$ cat src/rtl/dsh_pkg.sv
// Shared types and helpers for the packed-decimal digit shifter.
// Assumes the sign nibble codes 0xA..0xF, of which 0xB and 0xD are minus.
package dsh_pkg;

    typedef enum logic [1:0] {
        CC_ZERO = 2'd0,
        CC_NEG  = 2'd1,
        CC_POS  = 2'd2,
        CC_ERR  = 2'd3
    } dsh_cc_e;

    localparam logic [3:0] SIGN_MIN  = 4'hA;
    localparam logic [3:0] DIGIT_MAX = 4'h9;

    // True for the two minus sign codes.
    function automatic logic is_minus(input logic [3:0] s);
        return (s == 4'hB) || (s == 4'hD);
    endfunction

endpackage

$ cat src/rtl/dsh_count.sv
// Forms the signed digit count from the immediate field, plus an optional
// index field, then splits it into a direction and an unsigned magnitude.
// Assumes WW >= IDX_LO + CW. The sum wraps modulo 2^CW.
module dsh_count #(
    parameter int CW     = 16,
    parameter int WW     = 32,
    parameter int IDX_LO = 2
) (
    input  logic [WW-1:0] cnt_word,
    input  logic [WW-1:0] idx_word,
    input  logic          idx_en,
    output logic          go_left,
    output logic [CW-1:0] mag
);

    logic [CW-1:0] idx_part;
    logic [CW-1:0] sum;

    // Add the selected index field to the immediate field.
    always_comb begin
        idx_part = idx_en ? idx_word[IDX_LO+CW-1:IDX_LO] : '0;
        sum      = cnt_word[CW-1:0] + idx_part;
    end

    // Sign gives the direction; the magnitude is the absolute value.
    always_comb begin
        go_left = ~sum[CW-1];
        mag     = sum[CW-1] ? (~sum + CW'(1)) : sum;
    end

endmodule

$ cat src/rtl/dsh_legal.sv
// Flags a nibble outside BCD in the digit field, or a sign code below 0xA.
// Assumes the sign sits in the lowest nibble.
module dsh_legal
    import dsh_pkg::*;
#(
    parameter int NDIG = 31,
    localparam int AW  = 4 * NDIG + 4
) (
    input  logic [AW-1:0] acc,
    output logic          bad
);

    logic [NDIG-1:0] dig_bad;

    // One range test per digit nibble.
    for (genvar i = 0; i < NDIG; i++) begin : g_dig
        assign dig_bad[i] = acc[4*i+7 -: 4] > DIGIT_MAX;
    end

    // Combine digit and sign verdicts.
    assign bad = (|dig_bad) || (acc[3:0] < SIGN_MIN);

endmodule

$ cat src/rtl/dsh_barrel.sv
// Logarithmic digit shifter over NDIG nibbles, with zero fill.
// Assumes the magnitude is unsigned. Any value of NDIG or more clears the field.
module dsh_barrel #(
    parameter int NDIG = 31,
    parameter int CW   = 16,
    localparam int DW  = 4 * NDIG,
    localparam int STG = $clog2(NDIG + 1)
) (
    input  logic [DW-1:0] din,
    input  logic          go_left,
    input  logic [CW-1:0] mag,
    output logic [DW-1:0] dout
);

    logic [DW-1:0] st [STG+1];

    assign st[0] = din;

    // Stage s moves by 2^s digits when magnitude bit s is set.
    for (genvar s = 0; s < STG; s++) begin : g_stage
        localparam int SH = 4 * (2 ** s);
        assign st[s+1] = !mag[s] ? st[s]
                       : go_left ? (st[s] << SH)
                       :           (st[s] >> SH);
    end

    // Magnitudes beyond the field width empty it.
    assign dout = (mag >= CW'(NDIG)) ? '0 : st[STG];

endmodule

$ cat src/rtl/dec_shift_arith.sv
// Top level of the packed-decimal digit shifter. It checks the accumulator,
// forms the count, shifts the digits and keeps the sign, then registers the
// value, the result code and the abort flag. Latency is one clock.
// Assumes a synchronous active-low reset.
module dec_shift_arith
    import dsh_pkg::*;
#(
    parameter int NDIG   = 31,
    parameter int CW     = 16,
    parameter int WW     = 32,
    parameter int IDX_LO = 2,
    localparam int DW    = 4 * NDIG,
    localparam int AW    = DW + 4
) (
    input  logic          clk,
    input  logic          rst_n,
    input  logic [AW-1:0] acc_in,
    input  logic [WW-1:0] cnt_word,
    input  logic [WW-1:0] idx_word,
    input  logic          idx_en,
    output logic [AW-1:0] acc_out,
    output logic [1:0]    cc_out,
    output logic          abort
);

    logic          go_left;
    logic [CW-1:0] mag;
    logic          bad;
    logic [DW-1:0] shifted;
    dsh_cc_e       cc_next;
    logic [AW-1:0] acc_next;

    dsh_count #(.CW(CW), .WW(WW), .IDX_LO(IDX_LO)) u_count (
        .cnt_word (cnt_word),
        .idx_word (idx_word),
        .idx_en   (idx_en),
        .go_left  (go_left),
        .mag      (mag)
    );

    dsh_legal #(.NDIG(NDIG)) u_legal (
        .acc (acc_in),
        .bad (bad)
    );

    dsh_barrel #(.NDIG(NDIG), .CW(CW)) u_barrel (
        .din     (acc_in[AW-1:4]),
        .go_left (go_left),
        .mag     (mag),
        .dout    (shifted)
    );

    // Choose the next accumulator and result code.
    always_comb begin
        if (bad) begin
            acc_next = acc_in;
            cc_next  = CC_ERR;
        end else begin
            acc_next = {shifted, acc_in[3:0]};
            if (shifted == '0)
                cc_next = CC_ZERO;
            else if (is_minus(acc_in[3:0]))
                cc_next = CC_NEG;
            else
                cc_next = CC_POS;
        end
    end

    // Result register stage.
    always_ff @(posedge clk) begin
        if (!rst_n) begin
            acc_out <= '0;
            cc_out  <= 2'd0;
            abort   <= 1'b0;
        end else begin
            acc_out <= acc_next;
            cc_out  <= cc_next;
            abort   <= bad;
        end
    end

endmodule

$ cat config.mk
export PLATFORM = sky130hd
export DESIGN_NAME = dec_shift_arith
export DESIGN_NICKNAME = d
export VERILOG_FILES = /design/src/rtl/dsh_pkg.sv /design/src/rtl/dsh_count.sv /design/src/rtl/dsh_legal.sv /design/src/rtl/dsh_barrel.sv /design/src/rtl/dec_shift_arith.sv
export SDC_FILE = /design/constraint.sdc
export NUM_CORES = 1
export LEC_CHECK = 0
export BUFFER_PORTS_ARGS = -buffer_cell sky130_fd_sc_hd__buf_2
export CAP_MARGIN = 5
export CELL_PAD_IN_SITES_DETAIL_PLACEMENT = 1
export CELL_PAD_IN_SITES_GLOBAL_PLACEMENT = 2
export CORE_MARGIN = 4
export CORE_UTILIZATION = 25
export CTS_CLUSTER_DIAMETER = 100
export DETAILED_ROUTE_END_ITERATION = 16
export MAX_ROUTING_LAYER = met4
export PLACE_DENSITY_LB_ADDON = 0.25
export SLEW_MARGIN = 20
export SYNTH_ARGS = -nofsm -noshare
export SYNTH_HDL_FRONTEND = slang
export SYNTH_SLANG_ARGS = --single-unit
$ cat constraint.sdc
create_clock -name clk -period 18.4 [get_ports clk]
set_input_delay 0.92 -clock clk [delete_from_list [all_inputs] [get_ports clk]]
set_output_delay 0.92 -clock clk [all_outputs]
set_load 0.1 [all_outputs]
After elaboration in Yosys (flattened, before gate mapping)
Index checks and enable logic that the tools add are counted.
W data, S select, Z words.
{"block": "op_classes", "n_addsub": 2, "n_lt_le_gt_ge": 33, "n_eq_ne": 2, "muxes": 17, "bitwise_logic": 1, "reduce_logical": 4}
{"operator": "$mux W124", "count": 11}
{"operator": "$mux W128", "count": 1}
{"operator": "$gt A4 B4 Y1 const B", "count": 31}
{"operator": "$logic_not A124 Y1", "count": 1}
{"operator": "$mux W16", "count": 2}
{"operator": "$reduce_or A31 Y1", "count": 1}
{"operator": "$add A16 B1 Y16 const B", "count": 1}
{"operator": "$add A16 B16 Y16", "count": 1}
{"operator": "$ge A16 B5 Y1 const B", "count": 1}
{"operator": "$not A16 Y16", "count": 1}
{"operator": "$eq A4 B4 Y1 const B", "count": 2}
{"operator": "$mux W2", "count": 3}
{"operator": "$lt A4 B4 Y1 const B", "count": 1}
{"operator": "$logic_or A1 B1 Y1", "count": 2}
{"block": "totals", "regBits": 131, "in_bits": 195, "output_inout_bits": 131, "wordCells": 62}

Longest topological paths before layout
{"block": "depth", "word_depth": 18, "mapped_depth": 28}

By module
From an unflattened synthesis, not the netlist that was laid out.
{"block": "hier_totals", "hier_cells": 2619, "hier_area_um2": 21089.0}
{"module": "dsh_barrel", "n_inst": 1, "cells_each": 1947, "area_per_inst_um2": 14461.4}
{"module": "dec_shift_arith", "n_inst": 1, "cells_each": 461, "area_per_inst_um2": 5108.6}
{"module": "dsh_count", "n_inst": 1, "cells_each": 168, "area_per_inst_um2": 1286.2}
{"module": "dsh_legal", "n_inst": 1, "cells_each": 43, "area_per_inst_um2": 232.7}

Least setup slack after synthesis
Ideal clock, no wire load.
{"block": "synth_timing", "path_kind": "input to register", "startpoint": "in idx_en", "endpoint": "reg cc_out[0]", "setup_time_ps": 115, "t_arrival_ps": 6670, "required_ps": 18285, "path_slack_ps": 11615, "cell_stages": 26, "cell_sequence": "clkbuf_1 > and2_1 > ha_1 > inv_1 > clkbuf_1 > clkbuf_1 > clkbuf_1 > buf_1 > buf_1 > ha_1 > buf_2 > buf_1 > clkbuf_1 > clkbuf_1 > clkbuf_1 > nand3_1 > o211ai_1 > a22oi_1 > a32o_1 > nor4_1 > a21oi_1 > nor3_1 > o2111ai_1 > nor4_1 > nand3_1 > and3_1"}
{"block": "synth_via", "elab_chain_len": 18, "word_cells_on_any_way": 20, "classes_between": "add/sub: 2; order compare: 1; mux: 15; bitwise: 1; reduce/logical: 1"}
{"item": "start, declared", "line_no": "dec_shift_arith.sv:20", "text": "input logic idx_en,"}
{"item": "$mux W16 (*)", "line_no": "dsh_count.sv:21", "text": "idx_part = idx_en ? idx_word[IDX_LO+CW-1:IDX_LO] : '0;"}
{"item": "$add A16 B16 Y16 (*)", "line_no": "dsh_count.sv:22", "text": "sum = cnt_word[CW-1:0] + idx_part;"}
{"item": "$not A16 Y16", "line_no": "dsh_count.sv:28", "text": "mag = sum[CW-1] ? (~sum + CW'(1)) : sum;"}
{"item": "$add A16 B1 Y16", "line_no": "dsh_count.sv:28"}
{"item": "$mux W16", "line_no": "dsh_count.sv:28"}
{"item": "$mux W124", "line_no": "dsh_barrel.sv:22", "text": "assign st[s+1] = !mag[s] ? st[s]"}
{"item": "$mux W124", "line_no": "dsh_barrel.sv:23", "text": ": go_left ? (st[s] << SH)"}
{"item": "$mux W124", "line_no": "dsh_barrel.sv:22"}
{"item": "(+2 left out)"}
{"item": "$mux W124", "line_no": "dsh_barrel.sv:23"}
{"item": "$mux W124", "line_no": "dsh_barrel.sv:22"}
{"item": "$mux W124", "line_no": "dsh_barrel.sv:23"}
{"item": "$mux W124", "line_no": "dsh_barrel.sv:22"}
{"item": "$mux W124 (*)", "line_no": "dsh_barrel.sv:28", "text": "assign dout = (mag >= CW'(NDIG)) ? '0 : st[STG];"}
{"item": "$logic_not A124 Y1 (*)", "line_no": "dec_shift_arith.sv:60", "text": "if (shifted == '0)"}
{"item": "$mux W2 (*)", "line_no": "dec_shift_arith.sv:60"}
{"item": "$mux W2 (*)", "line_no": "dec_shift_arith.sv:55", "text": "if (bad) begin"}
{"item": "end signal, assigned", "line_no": "dec_shift_arith.sv:77", "text": "cc_out <= cc_next;"}
{"item": "end, declared", "line_no": "dec_shift_arith.sv:22", "text": "output logic [1:0] cc_out,"}
Mark *: on every way between the ends. The rest lies on a longest branch, timed or not.
A chain may end at the register's enable or synchronous reset.

Worst setup path in the final report
Same ends and word-level chain as after synthesis.

==> impl_metrics.tcl <==
set metrics [dict create \
    outcome "complete, no violations" \
    netlist_instances 3191 \
    cts_tree "done" \
    viasPerCell 7.046 \
    min_path_type "primary input to flip-flop" \
    grt_pass1_wl_um 277000 \
    vias 31460 \
    hold_depth 2 \
    yosys-top-cells-area "dfxtp_1 12%, nand2_1 7.5%, a21oi_1 6.6%" \
    io_pins 326 \
    synthArstFlopShare 0 \
    slew_headroom 0.1566 \
    areaGrowthSynthToFinish_pct 14.71 \
    power_frac_seq 0.114 \
    grt_pass1_vias 29670 \
    post-dp-hpwl_um 157700 \
    critPathCaptureType "flip-flop" \
    fin_crit_ns 9.093 \
    numCtsBuffers 17 \
    swShare 0.6231 \
    irDropWorstVdd_v 0.00005073 \
    required_ns 18.73 \
    yosysTopAreaCell "dfxtp_1" \
    comb_power_share 0.747 \
    crit_path_start_kind "primary input" \
    worst_slack_ns 9.307 \
    dieArea_um2 90470 \
    grt_start_max_net_pins 146 \
    grt_overflow 0 \
    fmax_mhz 110.0 \
    internal-power_mw 1.000 \
    fin_crit_sh 0.4942 \
    routedWlPerCell_um 47.04 \
    max_slew.worst_pin.slew_ns 1.252 \
    ctsLongestPathBuffers 2 \
    drcViolationCount 0 \
    cts-resized-gates 0 \
    ant_nets 0 \
    synth_warnings 0 \
    rsz0062_at_grt "false" \
    port-buffer-count 293 \
    path_max_fanout 33 \
    fin_nets 3502 \
    drtPass1Iterations 6 \
    dpl_cell_area_um2 23910 \
    clkSinkCount 131 \
    power.density_nw_per_um2 108.0 \
    antenna_found_initial 41 \
    layout-drive-gt1-share 0.1932 \
    arrival_ns 9.42 \
    avgSynthCellArea_um2 6.716 \
    p_sw_mw 1.654 \
    grt_usage 0.4583 \
    core_um2 85150 \
    clockPowerShare 0.139 \
    post-route-util 0.2887 \
    drv_slew 0 \
    drv_cap 0 \
    p_leak_nw 9.361 \
    path_class "primary input to flip-flop" \
    setup_tns_ns 0 \
    h-tree-depth 4 \
    worst_hold_slack_ns 0.7234 \
    p_total_mw 2.655 \
    post-place-cells 4414 \
    dp_slack_ns 9.256 \
    wl_um 210000 \
    synth.distinct_cells 119 \
    post_cts_buffers 0 \
    die_w_um 300.8 \
    row_count 107 \
    place_congestion 1.073 \
    synth-edff-count 0 \
    setup_viol 0 \
    hp-start "acc_in[3]" \
    syn-num-nets 3403 \
    holdPathEnd "acc_out[3]" \
    path_clk_slew_ns 0.07 \
    synth_area_um2 21430 \
    initial_core_util 0.2517 \
    fin_cells 4465 \
    seq_area_frac_synth 0.1224 \
    synth_top_area_share 0.1224 \
    ys.flop_type "dfxtp_1" \
    yosys_register_bits 131 \
    ctsHoldBuffers 0 \
    cts_root_buf "clkbuf_16" \
    design_area_um2 24580 \
    die_h_um 300.8 \
    finalHoldViolCount 0 \
    drtIter0Drc 5152 \
]
cell type report:
cell class / instances / area [um2]
Fill cell: 10730 / 60560
Multi-Input combinational cell: 2695 / 17350
Sequential cell: 131 / 2623
Timing Repair Buffer: 411 / 2387
Tap cell: 1144 / 1431
Clock buffer: 18 / 439.2
Clock inverter: 14 / 176.4
Inverter: 34 / 131.4
Antenna cell: 18 / 45.04
kinds of logic after synthesis:
kind of cell             count (synthesis)  share of synthesized area
flip-flops                             131                     0.1224
adder cells (fa/ha/maj)                 17                    0.01028
XOR/XNOR                                14                   0.006773
AND/OR/NAND/NOR                       1256                     0.2803
multiplexers                           166                     0.1011
buffers and inverters                  365                    0.07858
AO/OA/AOI/OAI                         1242                     0.4006
layout by cell type (no fill, tap or decap), types with 21 or more instances in the layout:
cell type and instances:
a211o_1 21, a211oi_1 83, a21oi_1 281, a221o_1 23, a221oi_1 36, a22oi_1 35
a31oi_1 47, and2_1 46, and3_1 35, buf_2 294, buf_4 114, dfxtp_1 131
inv_1 31, mux2_2 44, mux2i_1 86, mux4_2 36, nand2_1 425, nand3_1 94
nand4_1 64, nor2_1 299, nor2b_1 47, nor3_1 86, nor4_1 40, o211ai_1 52
o21a_1 28, o21ai_0 243, o221ai_1 35, o22ai_1 56, o31ai_1 22
layer usage:
metal | part of all wire | wire (um) | global-route usage
met1 | 0.40 | 83740 | 0.5823
met4 | 0.085 | 17800 | 0.3018
met5 | 0 | 0 | -
met3 | 0.10 | 21590 | 0.09632
met2 | 0.41 | 86900 | 0.6535
power groups by stage:
stage / registers [mW] / clock network [mW] / logic, mW
after global routing: 0.305 / 0.383 / 1.99
after global placement: 0.310 / 0 / 1.88
after detailed placement: 0.310 / 0 / 1.87
after floorplan: 0.420 / 0 / 0.944
after CTS: 0.304 / 0.369 / 1.88
final: 0.304 / 0.369 / 1.98
critical path, cell delays in order:
cell       delay (ns)
buf_2            0.32
and2_1           0.19
ha_1             0.37
a21oi_2          0.28
nand3_2          0.23
o21a_2           0.26
buf_4            0.28
o21ai_4          0.41
buf_4            0.58
buf_4            0.66
a21oi_4          0.08
buf_4            0.28
nor2_4           0.64
a21oi_1          0.38
o21ai_0          0.40
nor3_1           0.09
a22oi_1          0.90
o2111ai_1        0.43
or4_1            0.62
nor4_1           0.49
nand3_1          0.23
and3_1           0.23
sequential cells by signal (all words and copies together), names as in the netlist:
register / cells
abort: 1
acc_out: 128
cc_out: 2
synth_stat cells (13+ instances only):
cell,instances
nand2_1,428
nor2_1,304
a21oi_1,283
o21ai_0,247
clkbuf_1,152
dfxtp_1,131
buf_2,101
nand3_1,95
nor3_1,88
mux2i_1,86
a211oi_1,83
nand4_1,64
o22ai_1,56
o211ai_1,52
a31oi_1,47
nor2b_1,47
and2_1,46
buf_1,44
mux2_2,44
nor4_1,41
a221oi_1,36
mux4_2,36
a22oi_1,35
and3_1,35
o221ai_1,35
inv_1,33
o21a_1,28
a221o_1,23
o31ai_1,22
a211o_1,21
a21o_1,20
buf_4,18
o2111ai_1,18
a2bb2oi_1,16
buf_6,16
ha_1,16
nand2b_1,16
or3_1,15
o22a_1,14
a32oi_1,13
o32ai_1,13
how the worst max path moves through the flow:
stage / start / to / slack (ns) / depth (start not counted)
5_1_grt: idx_en / cc_out[0] / 9.34 / 22
3_3_place_gp: idx_en / cc_out[0] / 9.31 / 22
2_1_floorplan: idx_en / cc_out[0] / 11.61 / 26
4_1_cts: idx_en / cc_out[0] / 9.71 / 22
6_report: idx_en / cc_out[0] / 9.31 / 22
3_5_place_dp: idx_en / cc_out[0] / 9.26 / 22
Power figures use the tool's default switching activity.
